File: src/rtl/mdio_pkg.sv
package mdio_pkg;

    localparam int SEL_W = 4;
    localparam int CNT_W = 7;

    typedef enum logic [3:0] {
        S_IDLE,
        S_PRE,
        S_START,
        S_OP,
        S_PHY,
        S_REG,
        S_TA,
        S_DATA,
        S_TAIL
    } mdio_state_t;

    // Range code to host-clock cycles per serial clock period.
    function automatic logic [CNT_W-1:0] div_ratio(input logic [SEL_W-1:0] sel);
        logic [CNT_W-1:0] r;
        case (sel)
            4'd1:    r = 7'd62;
            4'd2:    r = 7'd16;
            4'd3:    r = 7'd26;
            4'd4:    r = 7'd102;
            4'd5:    r = 7'd124;
            default: r = 7'd42;
        endcase
        return r;
    endfunction

endpackage

File: src/rtl/mdio_clkdiv.sv
module mdio_clkdiv
    import mdio_pkg::*;
(
    input  logic             clk,
    input  logic             rst_n,
    input  logic             run,
    input  logic [SEL_W-1:0] sel,
    output logic             mdc,
    output logic             drv_tick,
    output logic             smp_tick,
    output logic             end_tick
);

    logic [CNT_W-1:0] ratio;
    logic [CNT_W-1:0] half;
    logic [CNT_W-1:0] cnt;
    logic [CNT_W-1:0] cnt_nxt;

    assign ratio = div_ratio(sel);
    assign half  = ratio >> 1;

    always_comb begin
        if (!run)
            cnt_nxt = '0;
        else if (cnt == ratio - 1'b1)
            cnt_nxt = '0;
        else
            cnt_nxt = cnt + 1'b1;
    end

    always_ff @(posedge clk or negedge rst_n) begin
        if (!rst_n) begin
            cnt <= '0;
            mdc <= 1'b0;
        end else begin
            cnt <= cnt_nxt;
            mdc <= run && (cnt_nxt >= half);
        end
    end

    // Period start (mdc already low), cycle before rise, last cycle.
    assign drv_tick = run && (cnt == '0);
    assign smp_tick = run && (cnt == half - 1'b1);
    assign end_tick = run && (cnt == ratio - 1'b1);

    AST_CNT_IN_RANGE: assert property (@(posedge clk) disable iff (!rst_n)
        cnt < ratio);

    AST_MDC_LOW_AT_START: assert property (@(posedge clk) disable iff (!rst_n)
        drv_tick |-> !mdc);

endmodule

File: src/rtl/mdio_txrx.sv
module mdio_txrx #(
    parameter int PAY_W  = 32,
    parameter int DATA_W = 16
) (
    input  logic              clk,
    input  logic              rst_n,
    input  logic              load,
    input  logic [PAY_W-1:0]  load_word,
    input  logic              shift,
    input  logic              capture,
    input  logic              commit,
    input  logic              mdi,
    output logic              tx_bit,
    output logic [DATA_W-1:0] rdata
);

    logic [PAY_W-1:0]  tx_sh;
    logic [DATA_W-1:0] rx_sh;

    always_ff @(posedge clk or negedge rst_n) begin
        if (!rst_n)
            tx_sh <= '0;
        else if (load)
            tx_sh <= load_word;
        else if (shift)
            tx_sh <= {tx_sh[PAY_W-2:0], 1'b0};
    end

    always_ff @(posedge clk or negedge rst_n) begin
        if (!rst_n)
            rx_sh <= '0;
        else if (capture)
            rx_sh <= {rx_sh[DATA_W-2:0], mdi};
    end

    always_ff @(posedge clk or negedge rst_n) begin
        if (!rst_n)
            rdata <= '0;
        else if (commit)
            rdata <= rx_sh;
    end

    assign tx_bit = tx_sh[PAY_W-1];

    AST_NO_LOAD_AND_SHIFT: assert property (@(posedge clk) disable iff (!rst_n)
        !(load && shift));

    AST_RDATA_ONLY_ON_COMMIT: assert property (@(posedge clk) disable iff (!rst_n)
        !$past(commit) |-> $stable(rdata));

endmodule

File: src/rtl/mdio_master.sv
module mdio_master
    import mdio_pkg::*;
#(
    parameter int PHY_W   = 5,
    parameter int REG_W   = 5,
    parameter int DATA_W  = 16,
    parameter int PRE_LEN = 32
) (
    input  logic              clk,
    input  logic              rst_n,
    input  logic              start,
    input  logic              rd_wr,
    input  logic [PHY_W-1:0]  phy_addr,
    input  logic [REG_W-1:0]  reg_addr,
    input  logic [DATA_W-1:0] wdata,
    input  logic [SEL_W-1:0]  clk_sel,
    output logic [DATA_W-1:0] rdata,
    output logic              busy,
    output logic              mdc,
    output logic              mdo,
    output logic              mdo_oe,
    input  logic              mdi
);

    localparam int PAY_W = 2 + 2 + PHY_W + REG_W + 2 + DATA_W;
    localparam int MAX_A = (PRE_LEN > DATA_W) ? PRE_LEN : DATA_W;
    localparam int MAX_B = (PHY_W > REG_W) ? PHY_W : REG_W;
    localparam int MAXF  = (MAX_A > MAX_B) ? MAX_A : MAX_B;
    localparam int FC_W  = $clog2(MAXF);

    mdio_state_t       state;
    mdio_state_t       state_nxt;
    logic [FC_W-1:0]   fcnt;
    logic [FC_W-1:0]   fcnt_nxt;
    logic              req_read;
    logic [SEL_W-1:0]  sel_q;
    logic              accept;
    logic              drv_tick;
    logic              smp_tick;
    logic              end_tick;
    logic              tx_bit;
    logic              cur_bit;
    logic              cur_oe;
    logic              shift_en;
    logic              capture_en;
    logic              commit_en;
    logic [PAY_W-1:0]  load_word;

    // Bits in the field a state sends, used when entering it.
    function automatic logic [FC_W-1:0] last_idx(input mdio_state_t s);
        int n;
        unique case (s)
            S_PRE:   n = PRE_LEN;
            S_PHY:   n = PHY_W;
            S_REG:   n = REG_W;
            S_DATA:  n = DATA_W;
            S_START,
            S_OP,
            S_TA:    n = 2;
            S_TAIL,
            S_IDLE:  n = 1;
            default: n = 1;
        endcase
        return FC_W'(n - 1);
    endfunction

    assign accept = (state == S_IDLE) && start;
    assign busy   = (state != S_IDLE);

    assign load_word = {2'b01, (rd_wr ? 2'b10 : 2'b01), phy_addr, reg_addr, 2'b10, wdata};

    // Request capture
    always_ff @(posedge clk or negedge rst_n) begin
        if (!rst_n) begin
            req_read <= 1'b0;
            sel_q    <= '0;
        end else if (accept) begin
            req_read <= rd_wr;
            sel_q    <= clk_sel;
        end
    end

    mdio_clkdiv u_div (
        .clk      (clk),
        .rst_n    (rst_n),
        .run      (busy),
        .sel      (sel_q),
        .mdc      (mdc),
        .drv_tick (drv_tick),
        .smp_tick (smp_tick),
        .end_tick (end_tick)
    );

    // Next-state logic: each field advances when its last bit period ends.
    always_comb begin
        state_nxt = state;
        fcnt_nxt  = fcnt;
        unique case (state)
            S_IDLE: begin
                if (start) begin
                    state_nxt = S_PRE;
                    fcnt_nxt  = last_idx(S_PRE);
                end
            end
            S_PRE, S_START, S_OP, S_PHY, S_REG, S_TA, S_DATA, S_TAIL: begin
                if (end_tick) begin
                    if (fcnt != '0) begin
                        fcnt_nxt = fcnt - 1'b1;
                    end else begin
                        unique case (state)
                            S_PRE:   state_nxt = S_START;
                            S_START: state_nxt = S_OP;
                            S_OP:    state_nxt = S_PHY;
                            S_PHY:   state_nxt = S_REG;
                            S_REG:   state_nxt = S_TA;
                            S_TA:    state_nxt = S_DATA;
                            S_DATA:  state_nxt = S_TAIL;
                            default: state_nxt = S_IDLE;
                        endcase
                        fcnt_nxt = last_idx(state_nxt);
                    end
                end
            end
            default: begin
                state_nxt = S_IDLE;
                fcnt_nxt  = '0;
            end
        endcase
    end

    // State register
    always_ff @(posedge clk or negedge rst_n) begin
        if (!rst_n) begin
            state <= S_IDLE;
            fcnt  <= '0;
        end else begin
            state <= state_nxt;
            fcnt  <= fcnt_nxt;
        end
    end

    // Per-state bit and drive decision
    always_comb begin
        cur_bit = 1'b0;
        cur_oe  = 1'b0;
        unique case (state)
            S_PRE: begin
                cur_bit = 1'b1;
                cur_oe  = 1'b1;
            end
            S_START, S_OP, S_PHY, S_REG: begin
                cur_bit = tx_bit;
                cur_oe  = 1'b1;
            end
            S_TA, S_DATA: begin
                cur_bit = req_read ? 1'b0 : tx_bit;
                cur_oe  = !req_read;
            end
            S_IDLE, S_TAIL: begin
                cur_bit = 1'b0;
                cur_oe  = 1'b0;
            end
            default: begin
                cur_bit = 1'b0;
                cur_oe  = 1'b0;
            end
        endcase
    end

    // Output register: pins move one cycle after mdc falls
    always_ff @(posedge clk or negedge rst_n) begin
        if (!rst_n) begin
            mdo    <= 1'b0;
            mdo_oe <= 1'b0;
        end else if (state == S_IDLE) begin
            mdo    <= 1'b0;
            mdo_oe <= 1'b0;
        end else if (drv_tick) begin
            mdo    <= cur_bit;
            mdo_oe <= cur_oe;
        end
    end

    assign shift_en   = end_tick && (state inside {S_START, S_OP, S_PHY, S_REG, S_TA, S_DATA});
    assign capture_en = smp_tick && (state == S_DATA) && req_read;
    assign commit_en  = end_tick && (state == S_TAIL) && req_read;

    mdio_txrx #(
        .PAY_W  (PAY_W),
        .DATA_W (DATA_W)
    ) u_txrx (
        .clk       (clk),
        .rst_n     (rst_n),
        .load      (accept),
        .load_word (load_word),
        .shift     (shift_en),
        .capture   (capture_en),
        .commit    (commit_en),
        .mdi       (mdi),
        .tx_bit    (tx_bit),
        .rdata     (rdata)
    );

    AST_IDLE_QUIET: assert property (@(posedge clk) disable iff (!rst_n)
        !busy |-> (!mdo_oe && !mdc));

    AST_MDC_ONLY_BUSY: assert property (@(posedge clk) disable iff (!rst_n)
        mdc |-> busy);

    AST_PREAMBLE_ONES: assert property (@(posedge clk) disable iff (!rst_n)
        (state == S_PRE && drv_tick) |=> (mdo_oe && mdo));

    AST_WRITE_TA_ONE: assert property (@(posedge clk) disable iff (!rst_n)
        (state == S_TA && !req_read && fcnt == 1 && drv_tick) |=> (mdo_oe && mdo));

    AST_READ_RELEASE: assert property (@(posedge clk) disable iff (!rst_n)
        ((state == S_TA || state == S_DATA) && req_read && drv_tick) |=> !mdo_oe);

    AST_HOLD_WHILE_HIGH: assert property (@(posedge clk) disable iff (!rst_n)
        (mdc && $past(mdc)) |-> ($stable(mdo) && $stable(mdo_oe)));

    AST_TAIL_RELEASED: assert property (@(posedge clk) disable iff (!rst_n)
        (state == S_TAIL && drv_tick) |=> !mdo_oe);

    AST_BUSY_IGNORES_START: assert property (@(posedge clk) disable iff (!rst_n)
        (busy && start && state != S_TAIL) |=> busy);

endmodule

File: config.mk
export PLATFORM = sky130hd
export DESIGN_NAME = mdio_master
export DESIGN_NICKNAME = d
export VERILOG_FILES = /design/src/rtl/mdio_pkg.sv /design/src/rtl/mdio_clkdiv.sv /design/src/rtl/mdio_txrx.sv /design/src/rtl/mdio_master.sv
export SDC_FILE = /design/constraint.sdc
export NUM_CORES = 1
export LEC_CHECK = 0
export BUFFER_PORTS_ARGS = -buffer_cell sky130_fd_sc_hd__buf_2
export CORE_MARGIN = 3
export CORE_UTILIZATION = 60
export DETAILED_ROUTE_END_ITERATION = 10
export GPL_TIMING_DRIVEN = 0
export HOLD_SLACK_MARGIN = 0.1
export PLACE_DENSITY = 0.85
export SYNTH_ARGS = -nofsm -noshare
export SYNTH_HDL_FRONTEND = slang
export SYNTH_SLANG_ARGS = --single-unit
File: constraint.sdc
create_clock -name clk -period 8.45 [get_ports clk]
set_input_delay 2.1125 -clock clk [delete_from_list [all_inputs] [get_ports clk]]
set_output_delay 2.1125 -clock clk [all_outputs]
set_load 0.005 [all_outputs]
# Word-level counts from Yosys, hierarchy flattened
# Memory sizes are Yosys's and may differ from the RTL's.
# Index checks and enable logic that the tools add are counted.
# op_classes
add_sub_neg	5
n_lt_le_gt_ge	1
n_eq_ne	18
n_mux	28
n_reduce_logical	24
# ops
operator	count
32-bit two-way mux	2
7-bit one-hot mux with 5 select lines	1
5-bit two-way mux	6
4-bit one-hot mux with 7 select lines	1
4-bit by 3-bit equality test with 1-bit output (second input constant)	6
4-bit two-way mux	6
4-bit by 2-bit equality test with 1-bit output (second input constant)	4
7-bit equality test	2
7-bit two-way mux	2
1-bit logical AND	10
5-bit one-hot mux with 2 select lines	1
4-bit by 1-bit equality test with 1-bit output (second input constant)	2
4-bit one-hot mux with 2 select lines	1
8-bit OR reduction	1
7-bit by 1-bit adder with 7-bit output (second input constant)	1
7-bit by 6-bit >= comparator with 1-bit output	1
7-bit logical NOT	1
6-bit by 1-bit subtractor with 7-bit output (second input constant)	1
7-bit by 1-bit subtractor with 7-bit output (second input constant)	1
2-bit != test (second input constant)	3
6-bit nonzero test	1
1-bit two-way mux	5
5-bit nonzero test	1
5-bit OR reduction	1
other kinds (14)	15
# word_totals
register_bits	88
rom_bits	80
output_inout_bits	20
memories	1
# mem_list
name	depth	word_bits	rd	rd_clocked_by_memory_dff	wr	line_no	rtl
(name not given)	16	5	1	0	0	mdio_master.sv:52	unique case (s)

# Longest topological paths before layout
# An unclocked memory read counts as a cell.
# depth
depth_word	15
depth_mapped	18
depth_no_buf	16

# By module
# From an unflattened synthesis, not the netlist that was laid out.
# hier_totals
cells_unflattened	425
area_unflattened_um2	4789.6
# by_module_without_submodules
mod	n_inst	cells_per_inst	area_each_um2
mdio_txrx	1	207	2810.2
mdio_master	1	112	1059.8
mdio_clkdiv	1	106	919.6

# Worst setup path before layout
# No wires, ideal clock.
# synth_timing
path_kind	reg-to-reg
from	register sel_q[0]
to	register u_div.mdc
setup_ns	0.124
t_arrival_ns	3.977
path_slack_ns	4.349
stages_incl_launch_ff	19
synth_period_minus_slack_ns	4.101
path_cell_list	dfrtp_1 -> clkbuf_1 -> or4b_1 -> and2_1 -> inv_1 -> ha_1 -> xnor2_1 -> a2111oi_4 -> o211ai_1 -> nor4_4 -> or2_2 -> clkbuf_1 -> nor2_1 -> ha_1 -> a21oi_1 -> nor2b_1 -> o21ai_0 -> a21oi_1 -> o31a_1
# synth_via
elab_chain_cells	8
elab_cells_between_ends	12
# synth_rtl
element	line_no	rtl
start, declared	mdio_master.sv:36	logic [SEL_W-1:0] sel_q;
start signal, assigned	mdio_master.sv:79	sel_q <= clk_sel;
4-bit by 3-bit equality test with 1-bit output (tied with other cells)	mdio_pkg.sv:21	case (sel)
7-bit one-hot mux with 5 select lines *	mdio_pkg.sv:21	
7-bit by 1-bit subtractor with 7-bit output *	mdio_clkdiv.sv:25	else if (cnt == ratio - 1'b1)
7-bit equality test *	mdio_clkdiv.sv:25	
7-bit two-way mux *	mdio_clkdiv.sv:25	
7-bit two-way mux *	mdio_clkdiv.sv:23	if (!run)
net u_div.cnt_nxt[1]	mdio_clkdiv.sv:17	logic [CNT_W-1:0] cnt_nxt;
7-bit by 6-bit >= comparator with 1-bit output *	mdio_clkdiv.sv:37	mdc <= run && (cnt_nxt >= half);
1-bit logical AND *	mdio_clkdiv.sv:37	
end signal, assigned	mdio_clkdiv.sv:37	
end, declared	mdio_clkdiv.sv:8	output logic mdc,
# Mark *: on every way through the listed nets, which the timed path passes. The rest lies on a longest branch.
# A chain may end at the register's enable or synchronous reset.

# Worst setup path in the final report
# Same ends and word-level chain as after synthesis.

==> results.json <==
{
  "ys.flop_type": "dfrtp_1",
  "p_switching_mw": 0.413,
  "seqPwrFrac_pct": 43.8,
  "setup.worst_path.class": "register to register",
  "antenna_cells": 0,
  "syn_to_final_growth_pct": 14.0,
  "track_usage_pct": 23.2,
  "cpPeakStageDelay_ns": 0.62,
  "cp.required_ns": 8.69,
  "drv_slew": 0,
  "drt_first_pass_iters": 4,
  "critPathLaunchType": "register",
  "clock_skew_ns": 0.00901,
  "synth_area_sq_um": 4590,
  "synth-edff-count": 0,
  "vias": 3451,
  "finalSetupTns_ns": 0,
  "status": "complete, no violations",
  "synth-async-reset-ratio_pct": 100,
  "p_leak_nw": 2.65,
  "ys_seq_area_share_pct": 48.0,
  "root_buffer": "clkbuf_8",
  "cts_setup_buffers": 0,
  "p_sw_share_pct": 33.0,
  "ant_nets": 0,
  "finish.utilization_pct": 71.4,
  "fin_nets": 541,
  "drc": 0,
  "timing.max_cap.violations": 0,
  "hold_buffers": 0,
  "cp_cell_sequence": "clkbuf_1 > or4b_1 > and2_1 > inv_1 > ha_1 > xnor2_1 > a2111oi_4 > o211ai_1 > nor4_4 > or2_2 > clkbuf_1 > nor2_1 > ha_1 > a21oi_1 > nor2b_1 > o21ai_0 > a21oi_1 > o31a_1",
  "overflow": 0,
  "cp_max_fo": 10,
  "gp_congestion": 0.889,
  "synthCells": 428,
  "min_path_type": "register to register",
  "syn_area_per_cell_sq_um": 10.7,
  "hold_viol_final": 0,
  "period_share_pct": 56.3,
  "synth-warning-count": 0,
  "rows": 31,
  "vias_per_cell": 5.77,
  "syn_nets": 475,
  "wire_per_inst_microns": 15.8,
  "antenna_found_initial": 0,
  "period_needed_ns": 4.76,
  "yosysUniqueCellTypes": 56,
  "dieArea_sq_um": 8740,
  "cts_resized": 0,
  "power_frac_clock_pct": 26.5,
  "crit_arrival_ns": 5.00,
  "cts-buffers-inserted": 9,
  "drt-total-wl_microns": 9460,
  "dp.final_hpwl_microns": 6840,
  "clk_pin_slew_worst_paths_ns": 0.09,
  "cts_tree": "done",
  "drt_iter0_markers": 170,
  "slew_headroom_pct": 31.3,
  "grt_pass1_vias": 3354,
  "die_w_microns": 93.5,
  "endpoint_kind": "register",
  "initial_core_util_pct": 62.6,
  "rsz0062_at_grt": "false",
  "cts.path.max_buffers": 2,
  "p_int_mw": 0.839,
  "coreArea_sq_um": 7330,
  "power_mw": 1.25,
  "drive_gt1_share_pct": 24.8,
  "final-setup-viol-count": 0,
  "critPathSlowestCell": "nor4_4",
  "clkLatencyLatePin_ns": 0.35,
  "die_height_microns": 93.5,
  "io_buffers": 54,
  "ios": 55,
  "fmax_ghz": 0.210,
  "powerDensity_nw_per_um2": 239,
  "tightestPinTransition_ns": 1.02,
  "synth-seq-cells": 88,
  "vdd_drop_max_uv": 120,
  "clock_sinks": 88,
  "htreeDepth": 3,
  "power_frac_comb_pct": 29.8,
  "grt_pass1_wl_microns": 16200,
  "regToRegSetupSlack_ns": 3.69,
  "grt_max_degree": 47
}
==> worst paths after layout <==
kind | start | to | cells after the start
max in group asynchronous | rst_n | u_txrx.tx_sh[27] | 2
worst min-delay path | u_txrx.tx_sh[30] | u_txrx.tx_sh[31] | 2
worst min register to register | u_txrx.tx_sh[30] | u_txrx.tx_sh[31] | 2
min in group asynchronous | rst_n | u_txrx.rdata[1] | 1
worst max register to register | sel_q[0] | u_div.mdc | 18
worst max-delay path | sel_q[0] | u_div.mdc | 18
==> cells in the final DEF (no fill, tap or decap), types with 4 or more instances in the layout <==
| master | n |
|---|---|
| a211o_1 | 7 |
| a21oi_1 | 15 |
| a221o_1 | 18 |
| and2_1 | 4 |
| and3_1 | 22 |
| buf_2 | 60 |
| clkbuf_1 | 17 |
| clkbuf_8 | 10 |
| dfrtp_1 | 88 |
| ha_1 | 12 |
| inv_1 | 12 |
| mux2_2 | 24 |
| mux2_4 | 10 |
| mux2i_1 | 6 |
| nand2_1 | 39 |
| nand2b_1 | 10 |
| nand3_1 | 7 |
| nor2_1 | 41 |
| nor3_1 | 7 |
| o21ai_0 | 10 |
| xnor2_1 | 13 |
| xor2_1 | 6 |
==> power by group through the flow <==
stage / Sequential, mW / Clock, mW / Combinational, mW
after global routing: 0.556 / 0.353 / 0.421
after global placement: 0.549 / 0 / 0.353
after floorplan: 0.538 / 0 / 0.291
after detailed placement: 0.554 / 0 / 0.374
final: 0.548 / 0.331 / 0.373
after CTS: 0.547 / 0.333 / 0.375
==> metal layers <==
metal  up-vias  GRT usage (%)  wire (microns)
li1       1655              -               -
met1      1689           31.1            4280
met2        91           38.4            4620
met3        16           3.70             401
met4         0           7.69             157
met5         -              0               0
==> cell type report <==
cell class,instances,area (sq um)
Multi-Input combinational cell,299,2210
Sequential cell,88,2200
Fill cell,547,2090
Timing Repair Buffer,55,293
Clock buffer,10,138
Buffer,28,129
Tap cell,99,124
Clock inverter,6,90.1
Inverter,13,48.8
==> sequential cells by signal, summed over array words and instances (netlist names) <==
| signal | count |
|---|---|
| u_txrx.tx_sh | 32 |
| u_txrx.rdata | 16 |
| u_txrx.rx_sh | 16 |
| u_div.cnt | 7 |
| fcnt | 5 |
| sel_q | 4 |
| state | 4 |
| mdo | 1 |
| mdo_oe | 1 |
| req_read | 1 |
| u_div.mdc | 1 |
==> cell usage after synthesis (3+ instances only) <==
cell | n | share of area [%]
ha_1 | 12 | 3.3
nand2_1 | 39 | 3.2
buf_2 | 7 | 0.76
a221o_1 | 18 | 3.9
xnor2_1 | 13 | 2.5
and2_1 | 4 | 0.54
mux2_4 | 10 | 3.3
and3_1 | 22 | 3.0
mux2_2 | 24 | 5.9
nor2_1 | 41 | 3.4
nand2b_1 | 10 | 1.4
a21oi_1 | 15 | 1.6
or3_1 | 3 | 0.41
nor2b_1 | 3 | 0.41
nand3_1 | 7 | 0.76
xor2_1 | 6 | 1.1
clkbuf_1 | 17 | 1.4
nand3b_1 | 3 | 0.49
a211o_1 | 7 | 1.3
o21ai_0 | 10 | 1.1
dfrtp_1 | 88 | 48
mux2i_1 | 6 | 1.3
nor3_1 | 7 | 0.76
inv_1 | 12 | 0.98
==> per-stage QoR <==
stage	area [sq um]	hold WS, ns	worst slack [ns]	std cells
after CTS	5240	0.489	3.71	598
after detailed placement	5010	0.471	3.71	582
final	5240	0.498	3.69	598
after global placement	4990	0.457	3.81	581
after floorplan	4590	0.450	4.35	428
after global routing	5240	0.523	3.34	598
==> critical path, delay by kind of cell (launching register included) <==
kind / cells / cell delay (ns)
AO/OA/AOI/OAI: 6 / 1.19
XOR/XNOR: 1 / 0.18
adder cells (fa/ha/maj): 2 / 0.57
buffers and inverters: 3 / 0.53
flip-flops: 1 / 0.41
AND/OR/NAND/NOR: 6 / 1.78
==> cell families after synthesis <==
family / after synthesis / synth area share (%)
compound gates: 72 / 12.2
xor+xnor: 20 / 4.11
fa+ha+maj: 12 / 3.27
buf+inv: 41 / 3.87
flops: 88 / 48.0
mux: 40 / 10.5
simple gates: 155 / 18.1
Power figures use the tool's default switching activity.
